### src/rtl/mts_pkg.sv
package mts_pkg;

    localparam int BC_SLOTS      = 2;
    localparam int INC_SLOTS     = 3;
    localparam int CNT_W         = 2;
    localparam int SLOT_W        = 2;
    localparam int DB_SHIFT      = 16;
    localparam int DB_FLAG       = 256;
    localparam int INC_STEP      = 1;
    localparam int FULL_DEPTH    = 108;
    localparam int REDUCED_DEPTH = 50;

    typedef enum logic [2:0] {
        S_IDLE,
        S_FETCH,
        S_LOAD,
        S_WAIT,
        S_BCAST,
        S_INC,
        S_NEXT,
        S_DONE
    } mts_state_e;

endpackage

### src/rtl/mts_entry_reg.sv
module mts_entry_reg
    import mts_pkg::*;
#(
    parameter int SEM_W   = 8,
    parameter int VAL_W   = 32,
    parameter int BMP_W   = 16,
    parameter int ADDR_W  = 32,
    parameter int ENTRY_W = 236
) (
    input  logic                                 clk,
    input  logic                                 rst_n,
    input  logic                                 load_i,
    input  logic [ENTRY_W-1:0]                   entry_i,
    output logic [SEM_W-1:0]                     sem_o,
    output logic [VAL_W-1:0]                     wait_o,
    output logic [CNT_W-1:0]                     nb_o,
    output logic [CNT_W-1:0]                     ni_o,
    output logic [BC_SLOTS-1:0][ADDR_W-1:0]      bc_addr_o,
    output logic [BC_SLOTS-1:0][BMP_W-1:0]       bc_map_o,
    output logic [INC_SLOTS-1:0][ADDR_W-1:0]     inc_addr_o
);

    localparam int O_SEM  = 0;
    localparam int O_WAIT = O_SEM + SEM_W;
    localparam int O_NB   = O_WAIT + VAL_W;
    localparam int O_NI   = O_NB + CNT_W;
    localparam int O_BA   = O_NI + CNT_W;
    localparam int O_BM   = O_BA + BC_SLOTS * ADDR_W;
    localparam int O_IA   = O_BM + BC_SLOTS * BMP_W;

    logic [ENTRY_W-1:0] ent_q;
    logic [CNT_W-1:0]   nb_raw;

    always_ff @(posedge clk) begin
        if (!rst_n) begin
            ent_q <= '0;
        end else if (load_i) begin
            ent_q <= entry_i;
        end
    end

    assign sem_o  = ent_q[O_SEM  +: SEM_W];
    assign wait_o = ent_q[O_WAIT +: VAL_W];
    assign nb_raw = ent_q[O_NB   +: CNT_W];
    assign ni_o   = ent_q[O_NI   +: CNT_W];

    // A broadcast count beyond the slot count saturates at the slot count.
    assign nb_o = (nb_raw > CNT_W'(BC_SLOTS)) ? CNT_W'(BC_SLOTS) : nb_raw;

    for (genvar s = 0; s < BC_SLOTS; s++) begin : g_bc
        assign bc_addr_o[s] = ent_q[O_BA + s * ADDR_W +: ADDR_W];
        assign bc_map_o[s]  = ent_q[O_BM + s * BMP_W  +: BMP_W];
    end

    for (genvar s = 0; s < INC_SLOTS; s++) begin : g_inc
        assign inc_addr_o[s] = ent_q[O_IA + s * ADDR_W +: ADDR_W];
    end

endmodule

### src/rtl/mts_write_mux.sv
module mts_write_mux
    import mts_pkg::*;
#(
    parameter int VAL_W  = 32,
    parameter int BMP_W  = 16,
    parameter int ADDR_W = 32
) (
    input  logic                             bcast_i,
    input  logic                             inc_i,
    input  logic [SLOT_W-1:0]                slot_i,
    input  logic [BC_SLOTS-1:0][ADDR_W-1:0]  bc_addr_i,
    input  logic [BC_SLOTS-1:0][BMP_W-1:0]   bc_map_i,
    input  logic [INC_SLOTS-1:0][ADDR_W-1:0] inc_addr_i,
    output logic [ADDR_W-1:0]                addr_o,
    output logic [VAL_W-1:0]                 data_o
);

    logic [BC_SLOTS-1:0][VAL_W-1:0] db_word;

    // Doorbell word per broadcast slot: engine bitmap in the upper half, trigger flag below.
    for (genvar s = 0; s < BC_SLOTS; s++) begin : g_db
        assign db_word[s] = (VAL_W'(bc_map_i[s]) << DB_SHIFT) | VAL_W'(DB_FLAG);
    end

    always_comb begin
        addr_o = '0;
        data_o = '0;
        if (bcast_i) begin
            for (int s = 0; s < BC_SLOTS; s++) begin
                if (slot_i == SLOT_W'(s)) begin
                    addr_o = bc_addr_i[s];
                    data_o = db_word[s];
                end
            end
        end else if (inc_i) begin
            for (int s = 0; s < INC_SLOTS; s++) begin
                if (slot_i == SLOT_W'(s)) begin
                    addr_o = inc_addr_i[s];
                    data_o = VAL_W'(INC_STEP);
                end
            end
        end
    end

endmodule

### src/rtl/mts_fsm.sv
module mts_fsm
    import mts_pkg::*;
#(
    parameter int IDX_W      = 16,
    parameter int MAX_EVENTS = 108
) (
    input  logic              clk,
    input  logic              rst_n,
    input  logic              start_i,
    input  logic [IDX_W-1:0]  count_i,
    input  logic              cmp_ack_i,
    input  logic              cmp_ge_i,
    input  logic              wr_ready_i,
    input  logic [CNT_W-1:0]  nb_i,
    input  logic [CNT_W-1:0]  ni_i,
    output logic              busy_o,
    output logic              done_o,
    output logic              rd_en_o,
    output logic [IDX_W-1:0]  idx_o,
    output logic              load_o,
    output logic              cmp_req_o,
    output logic              wr_valid_o,
    output logic              bcast_o,
    output logic              inc_o,
    output logic [SLOT_W-1:0] slot_o
);

    localparam logic [IDX_W-1:0] DEPTH = IDX_W'(MAX_EVENTS);

    mts_state_e        state_q, state_d;
    logic [IDX_W-1:0]  idx_q;
    logic [IDX_W-1:0]  last_q;
    logic [SLOT_W-1:0] slot_q;
    logic [IDX_W-1:0]  cnt_eff;
    logic [IDX_W-1:0]  idx_inc;
    logic              gate_open;
    logic              bc_final;
    logic              inc_final;

    assign cnt_eff   = (count_i > DEPTH) ? DEPTH : count_i;
    assign idx_inc   = idx_q + IDX_W'(1);
    assign gate_open = cmp_ack_i && cmp_ge_i;
    assign bc_final  = wr_ready_i && (slot_q == SLOT_W'(nb_i - CNT_W'(1)));
    assign inc_final = wr_ready_i && (slot_q == SLOT_W'(ni_i - CNT_W'(1)));

    // State register
    always_ff @(posedge clk) begin
        if (!rst_n) begin
            state_q <= S_IDLE;
        end else begin
            state_q <= state_d;
        end
    end

    // Index, count and slot registers
    always_ff @(posedge clk) begin
        if (!rst_n) begin
            idx_q  <= '0;
            last_q <= '0;
            slot_q <= '0;
        end else begin
            unique case (state_q)
                S_IDLE: begin
                    if (start_i) begin
                        idx_q  <= '0;
                        last_q <= cnt_eff;
                    end
                    slot_q <= '0;
                end
                S_WAIT: begin
                    slot_q <= '0;
                end
                S_BCAST: begin
                    if (wr_ready_i) begin
                        slot_q <= bc_final ? '0 : slot_q + SLOT_W'(1);
                    end
                end
                S_INC: begin
                    if (wr_ready_i) begin
                        slot_q <= inc_final ? '0 : slot_q + SLOT_W'(1);
                    end
                end
                S_NEXT: begin
                    idx_q <= idx_inc;
                end
                S_FETCH, S_LOAD, S_DONE: begin
                    slot_q <= '0;
                end
            endcase
        end
    end

    // Next-state logic
    always_comb begin
        state_d = state_q;
        unique case (state_q)
            S_IDLE: begin
                if (start_i) begin
                    state_d = (cnt_eff == '0) ? S_DONE : S_FETCH;
                end
            end
            S_FETCH: state_d = S_LOAD;
            S_LOAD:  state_d = S_WAIT;
            S_WAIT: begin
                if (gate_open) begin
                    if (nb_i != '0)      state_d = S_BCAST;
                    else if (ni_i != '0) state_d = S_INC;
                    else                 state_d = S_NEXT;
                end
            end
            S_BCAST: begin
                if (bc_final) begin
                    state_d = (ni_i != '0) ? S_INC : S_NEXT;
                end
            end
            S_INC: begin
                if (inc_final) begin
                    state_d = S_NEXT;
                end
            end
            S_NEXT: state_d = (idx_inc == last_q) ? S_DONE : S_FETCH;
            S_DONE: state_d = S_IDLE;
        endcase
    end

    // Output logic
    always_comb begin
        busy_o     = 1'b1;
        done_o     = 1'b0;
        rd_en_o    = 1'b0;
        load_o     = 1'b0;
        cmp_req_o  = 1'b0;
        wr_valid_o = 1'b0;
        bcast_o    = 1'b0;
        inc_o      = 1'b0;
        unique case (state_q)
            S_IDLE:  busy_o = 1'b0;
            S_FETCH: rd_en_o = 1'b1;
            S_LOAD:  load_o = 1'b1;
            S_WAIT:  cmp_req_o = 1'b1;
            S_BCAST: begin
                wr_valid_o = 1'b1;
                bcast_o    = 1'b1;
            end
            S_INC: begin
                wr_valid_o = 1'b1;
                inc_o      = 1'b1;
            end
            S_NEXT:  busy_o = 1'b1;
            S_DONE:  done_o = 1'b1;
        endcase
    end

    assign idx_o  = idx_q;
    assign slot_o = slot_q;

endmodule

### src/rtl/mesh_tape_seq.sv
module mesh_tape_seq
    import mts_pkg::*;
#(
    parameter int  IDX_W     = 16,
    parameter int  SEM_W     = 8,
    parameter int  VAL_W     = 32,
    parameter int  BMP_W     = 16,
    parameter int  ADDR_W    = 32,
    parameter bit  FULL_TAPE = 1'b1,
    localparam int ENTRY_W   = SEM_W + VAL_W + 2 * CNT_W
                             + BC_SLOTS * (ADDR_W + BMP_W) + INC_SLOTS * ADDR_W
) (
    input  logic               clk,
    input  logic               rst_n,
    input  logic               start_i,
    input  logic [IDX_W-1:0]   count_i,
    output logic               busy_o,
    output logic               done_o,
    output logic               tbl_rd_en_o,
    output logic [IDX_W-1:0]   tbl_rd_addr_o,
    input  logic [ENTRY_W-1:0] tbl_rd_data_i,
    output logic               cmp_req_o,
    output logic [SEM_W-1:0]   cmp_sem_o,
    output logic [VAL_W-1:0]   cmp_val_o,
    input  logic               cmp_ack_i,
    input  logic               cmp_ge_i,
    output logic               wr_valid_o,
    output logic [ADDR_W-1:0]  wr_addr_o,
    output logic [VAL_W-1:0]   wr_data_o,
    input  logic               wr_ready_i
);

    localparam int MAX_EVENTS = FULL_TAPE ? FULL_DEPTH : REDUCED_DEPTH;

    logic                             load;
    logic                             bcast;
    logic                             inc;
    logic [SLOT_W-1:0]                slot;
    logic [CNT_W-1:0]                 nb;
    logic [CNT_W-1:0]                 ni;
    logic [BC_SLOTS-1:0][ADDR_W-1:0]  bc_addr;
    logic [BC_SLOTS-1:0][BMP_W-1:0]   bc_map;
    logic [INC_SLOTS-1:0][ADDR_W-1:0] inc_addr;

    mts_fsm #(
        .IDX_W      (IDX_W),
        .MAX_EVENTS (MAX_EVENTS)
    ) u_fsm (
        .clk        (clk),
        .rst_n      (rst_n),
        .start_i    (start_i),
        .count_i    (count_i),
        .cmp_ack_i  (cmp_ack_i),
        .cmp_ge_i   (cmp_ge_i),
        .wr_ready_i (wr_ready_i),
        .nb_i       (nb),
        .ni_i       (ni),
        .busy_o     (busy_o),
        .done_o     (done_o),
        .rd_en_o    (tbl_rd_en_o),
        .idx_o      (tbl_rd_addr_o),
        .load_o     (load),
        .cmp_req_o  (cmp_req_o),
        .wr_valid_o (wr_valid_o),
        .bcast_o    (bcast),
        .inc_o      (inc),
        .slot_o     (slot)
    );

    mts_entry_reg #(
        .SEM_W   (SEM_W),
        .VAL_W   (VAL_W),
        .BMP_W   (BMP_W),
        .ADDR_W  (ADDR_W),
        .ENTRY_W (ENTRY_W)
    ) u_entry (
        .clk        (clk),
        .rst_n      (rst_n),
        .load_i     (load),
        .entry_i    (tbl_rd_data_i),
        .sem_o      (cmp_sem_o),
        .wait_o     (cmp_val_o),
        .nb_o       (nb),
        .ni_o       (ni),
        .bc_addr_o  (bc_addr),
        .bc_map_o   (bc_map),
        .inc_addr_o (inc_addr)
    );

    mts_write_mux #(
        .VAL_W  (VAL_W),
        .BMP_W  (BMP_W),
        .ADDR_W (ADDR_W)
    ) u_wmux (
        .bcast_i    (bcast),
        .inc_i      (inc),
        .slot_i     (slot),
        .bc_addr_i  (bc_addr),
        .bc_map_i   (bc_map),
        .inc_addr_i (inc_addr),
        .addr_o     (wr_addr_o),
        .data_o     (wr_data_o)
    );

endmodule

### config.mk
export PLATFORM = sky130hd
export DESIGN_NAME = mesh_tape_seq
export DESIGN_NICKNAME = d
export VERILOG_FILES = /design/src/rtl/mts_pkg.sv /design/src/rtl/mts_entry_reg.sv /design/src/rtl/mts_write_mux.sv /design/src/rtl/mts_fsm.sv /design/src/rtl/mesh_tape_seq.sv
export SDC_FILE = /design/constraint.sdc
export NUM_CORES = 1
export LEC_CHECK = 0
export ABC_AREA = 1
export CORE_ASPECT_RATIO = 1.25
export CORE_MARGIN = 3
export CORE_UTILIZATION = 51
export CTS_BUF_LIST = sky130_fd_sc_hd__clkbuf_16
export CTS_CLUSTER_DIAMETER = 80
export CTS_CLUSTER_SIZE = 25
export DETAILED_ROUTE_END_ITERATION = 8
export PLACE_DENSITY = 0.87
export SETUP_SLACK_MARGIN = 0.5
export SLEW_MARGIN = 5
export SYNTH_ARGS = -nofsm -noshare
export SYNTH_HDL_FRONTEND = slang
export SYNTH_SLANG_ARGS = --single-unit
export TNS_END_PERCENT = 10
### constraint.sdc
create_clock -name clk -period 4.22 [get_ports clk]
set_clock_uncertainty 0.15 [all_clocks]
set_input_delay 1.055 -clock clk [delete_from_list [all_inputs] [get_ports clk]]
set_output_delay 1.055 -clock clk [all_outputs]
set_load 0.02 [all_outputs]
==> results.txt <==
----------------------------------------------------
[Min path]
  Hold/Removal Path Class ... reg -> reg
  Cell depth of the worst min-delay path ... 2

[STA]
  Top achievable clock speed ... 268 MHz
  Transition time at the pin with the least slew margin ... approximately 1100 ps
  Slew Limit Headroom ... 27.6%
  Smallest hold slack ... 319 ps
  Accumulated negative setup slack ... 0 ps
  Setup violation total in the final timing report ... 0
  RSZ-0062 raised after global routing ... yes
  Max Slew Vio Count ... 0
  Final critical-path share of the clock period ... 88.4%
  Final hold vios ... 0
  Final critical-path required period ... 3730 ps

[Setup path]
  Startpoint of the worst register-to-register path ... u_fsm.state_q[0]
  Startpoint of the most critical setup path ... u_fsm.slot_o[0]
  Setup slack of the most critical reg-to-reg path ... 1680 ps
  Cell count of the worst reg-to-reg path ... 8
  Worst endpoint required time ... 3010 ps
  Capturing point of the worst reg2reg path ... u_fsm.idx_o[2]
  Worst EP arrival ... 2530 ps
  Critical path launch point type ... register
  Critical Path Sink ... wr_addr_o[8]
  Worst-path fanout max ... 12
  Endpoint kind of the worst setup timing path ... output port
  Critical Setup Path Class ... reg -> out

[Route]
  Final antenna-violating net count ... 0
  Vias after detailed routing ... 12,800
  Average wire per cell in the routed design ... around 17 µm
  1st-iter DRT viols ... approximately 1,000
  Vias per Instance ... around 5.4
  Aggregate routed wire length ... 40.8 mm
  DRC errors left ... 0
  Number of detailed-routing iterations run before antenna repair ... 5

[Logic synthesis]
  Count of flip-flops with a built-in enable after synthesis ... 0
  Number of distinct standard cells referenced by the synthesized netlist ... 40
  Mean cell area of the mapped netlist ... 7.01 µm²
  Count of state elements after synthesis ... roughly 270
  Cell area after synthesis ... 12,400 µm²
  Library cell occupying the most area in the post-synthesis netlist ... sky130_fd_sc_hd__dfxtp_1
  Top cell types by occurrence after synthesis ... sky130_fd_sc_hd__nor2_1 (561), sky130_fd_sc_hd__o21ai_0 (306), sky130_fd_sc_hd__dfxtp_1 (273)
  Synthesized instance count ... about 1,800
  Prevailing post-synth register cell ... sky130_fd_sc_hd__dfxtp_1
  YS warnings ... 0
  Most instantiated library cell after synthesis ... sky130_fd_sc_hd__nor2_1
  Top cells by area, synth ... sky130_fd_sc_hd__dfxtp_1 (44%), sky130_fd_sc_hd__nor2_1 (17%), sky130_fd_sc_hd__o21ai_0 (12%), sky130_fd_sc_hd__nand2_1 (4.6%), sky130_fd_sc_hd__buf_4 (3.3%)
  Top cell type's share of synthesized area ... 43.9%
  Fraction of the yosys area taken by sequential cells ... between 40% and 50%
  Share of flip-flops with an asynchronous set or reset after synthesis ... 0%

[Pwr]
  Peak supply drop ... 0.420 mV
  PwrDens ... 553 nW/µm²
  Pwr Total ... 0.00908 W
  Static power due to leakage ... 6.40 nW

[Run status]
  Result of the run ... finished, final reports clean

[CTS]
  Clock input transition at the sequential cells of the worst setup and hold paths ... about 100 ps
  H-tree depth ... 1
  Later-pin clock latency in the skew report ... 500 ps
  Clock buffer count from CTS ... 15
  TritonCTS clock tree ... built
  Largest buffer count on any clock path ... 3
  Count of clock tree sinks ... between 200 and 300
  Root buf cell ... sky130_fd_sc_hd__clkbuf_16

[GRT]
  Number of antenna violations at the first check in global routing ... 13
  Overall overflow remaining after global route ... 0
  Total routing resource utilization after global routing ... between 20 and 30%
  Pin count of the biggest net entering global routing ... 132
  First-pass GRT wire length ... 63.3 mm
  Number of global-route vias before repair ... 12,000

[Place]
  Input/output buffers ... 368
  HPWL after detailed placement ... 28.3 mm
  Number of instances in the placed design ... around 2,300
  Final GP Congestion ... approximately 1.0

[Final layout]
  Ratio of cells with drive above 1 in the final layout ... 4.30%
  Layout area overhead ... 32.0%
  Net count of the finished layout ... 2,285
  Final non-filler cell total ... 2,360
  Filler Cells Inserted ... slightly above 2,000

[Floorplan]
  Ports ... 383
  Site Rows ... 63
  DIE HEIGHT ... about 180 µm
  Die Footprint ... ~26,000 µm²
  Starting density of the core ... 52.1%
  Horizontal extent of the die ... 146 µm
  Placeable core region ... 23,900 µm²

[Flow run]
  Max-cap check violation count ... 0

----------------------------------------------------
==> report_power, final <==
group / leakage (nW) / switching (W) / internal, W
Combinational: 3.97 / 0.00227 / 0.00149
Sequential: 2.23 / 0.000440 / 0.00333
Clock: 0.205 / 0.000878 / 0.000665
==> routing by layer <==
layer	GRT usage, %	routed length, µm	up-vias
li1	-	-	6194
met1	35.7	15800	5938
met2	48.6	19500	590
met3	7.55	3630	107
met4	13.0	1830	8
met5	0	58	-
==> worst min path at each step <==
stage / start / end / slack, ps
4_1_cts: u_fsm.last_q[10] / u_fsm.last_q[10] / 320
6_report: u_fsm.last_q[10] / u_fsm.last_q[10] / 320
3_5_place_dp: u_fsm.last_q[10] / u_fsm.last_q[10] / 300
2_1_floorplan: u_entry.ent_q[43] / u_entry.ent_q[43] / 280
5_1_grt: u_fsm.last_q[10] / u_fsm.last_q[10] / 330
3_3_place_gp: u_fsm.last_q[15] / u_fsm.last_q[15] / 300
==> what timing repair did <==
item / CTS / global route
hold buffers: 0 / 0
setup buffers: 3 / 0
resized for setup: 75 / 15
pin swaps: 1 / 0
cloned: 3 / 0
setup endpoints to repair: 46 / 47
==> registers in the layout, summed over array words and instances (netlist names) <==
name           cells
u_entry.ent_q    236
u_fsm.idx_o       16
u_fsm.last_q      16
u_fsm.state_q      3
u_fsm.slot_o       2
==> final cells by class <==
type / count / area, µm² / area share [%]
clock buffers: 15 / 375 / 2.29
inverters: 59 / 233 / 1.42
flip-flops and latches: 273 / 5470 / 33.3
multi-input cells: 1284 / 5960 / 36.3
well taps: 325 / 407 / 2.48
clock inverters: 5 / 46.3 / 0.282
repair buffers: 388 / 3910 / 23.8
diodes: 11 / 27.5 / 0.168
==> worst max-delay path: stages, from the launching register on <==
cell	delay (ps)
sky130_fd_sc_hd__dfxtp_2	420
sky130_fd_sc_hd__inv_1	110
sky130_fd_sc_hd__ha_1	250
sky130_fd_sc_hd__clkinvlp_4	210
sky130_fd_sc_hd__o21ai_0	140
sky130_fd_sc_hd__o21ai_0	320
sky130_fd_sc_hd__nand2_1	100
sky130_fd_sc_hd__o21ai_0	90
sky130_fd_sc_hd__dlygate4sd2_1	370
==> through the flow <==
stage               utilization [%]  area (µm²)  setup WS (ps)
floorplan                         -       12500            840
global placement               66.6       15900            533
detailed placement             66.6       15900            466
CTS                            68.7       16400            482
global route                   68.7       16400            346
finish                         68.8       16400            488
==> kinds of logic (layout without fill, tap and decap cells) <==
logic type / Yosys count / after routing / share of synthesized area [%]
other: 1 / 25 / 0.0302
xor gates and xnor gates: 6 / 6 / 0.543
AOI/OAI and AO/OA: 390 / 390 / 16.4
adders and majority gates: 6 / 6 / 0.604
muxes: 21 / 21 / 1.69
buffers and inverters: 232 / 467 / 8.92
DFF: 273 / 273 / 43.9
and+or+nand+nor: 846 / 847 / 27.8
==> layout by cell type, fill, tap and decap left out, drive strengths merged, types with 20 or more instances in the layout <==
master and n:
clkdlybuf4s50 319, nor3 26, dfxtp 273, nand2 160, mux2i 21, clkbuf 20
nand3 78, dlygate4sd2 31, nor2 569, inv 58, buf 22, a21oi 48
o21ai 306
(Power assumes the default switching activity.)
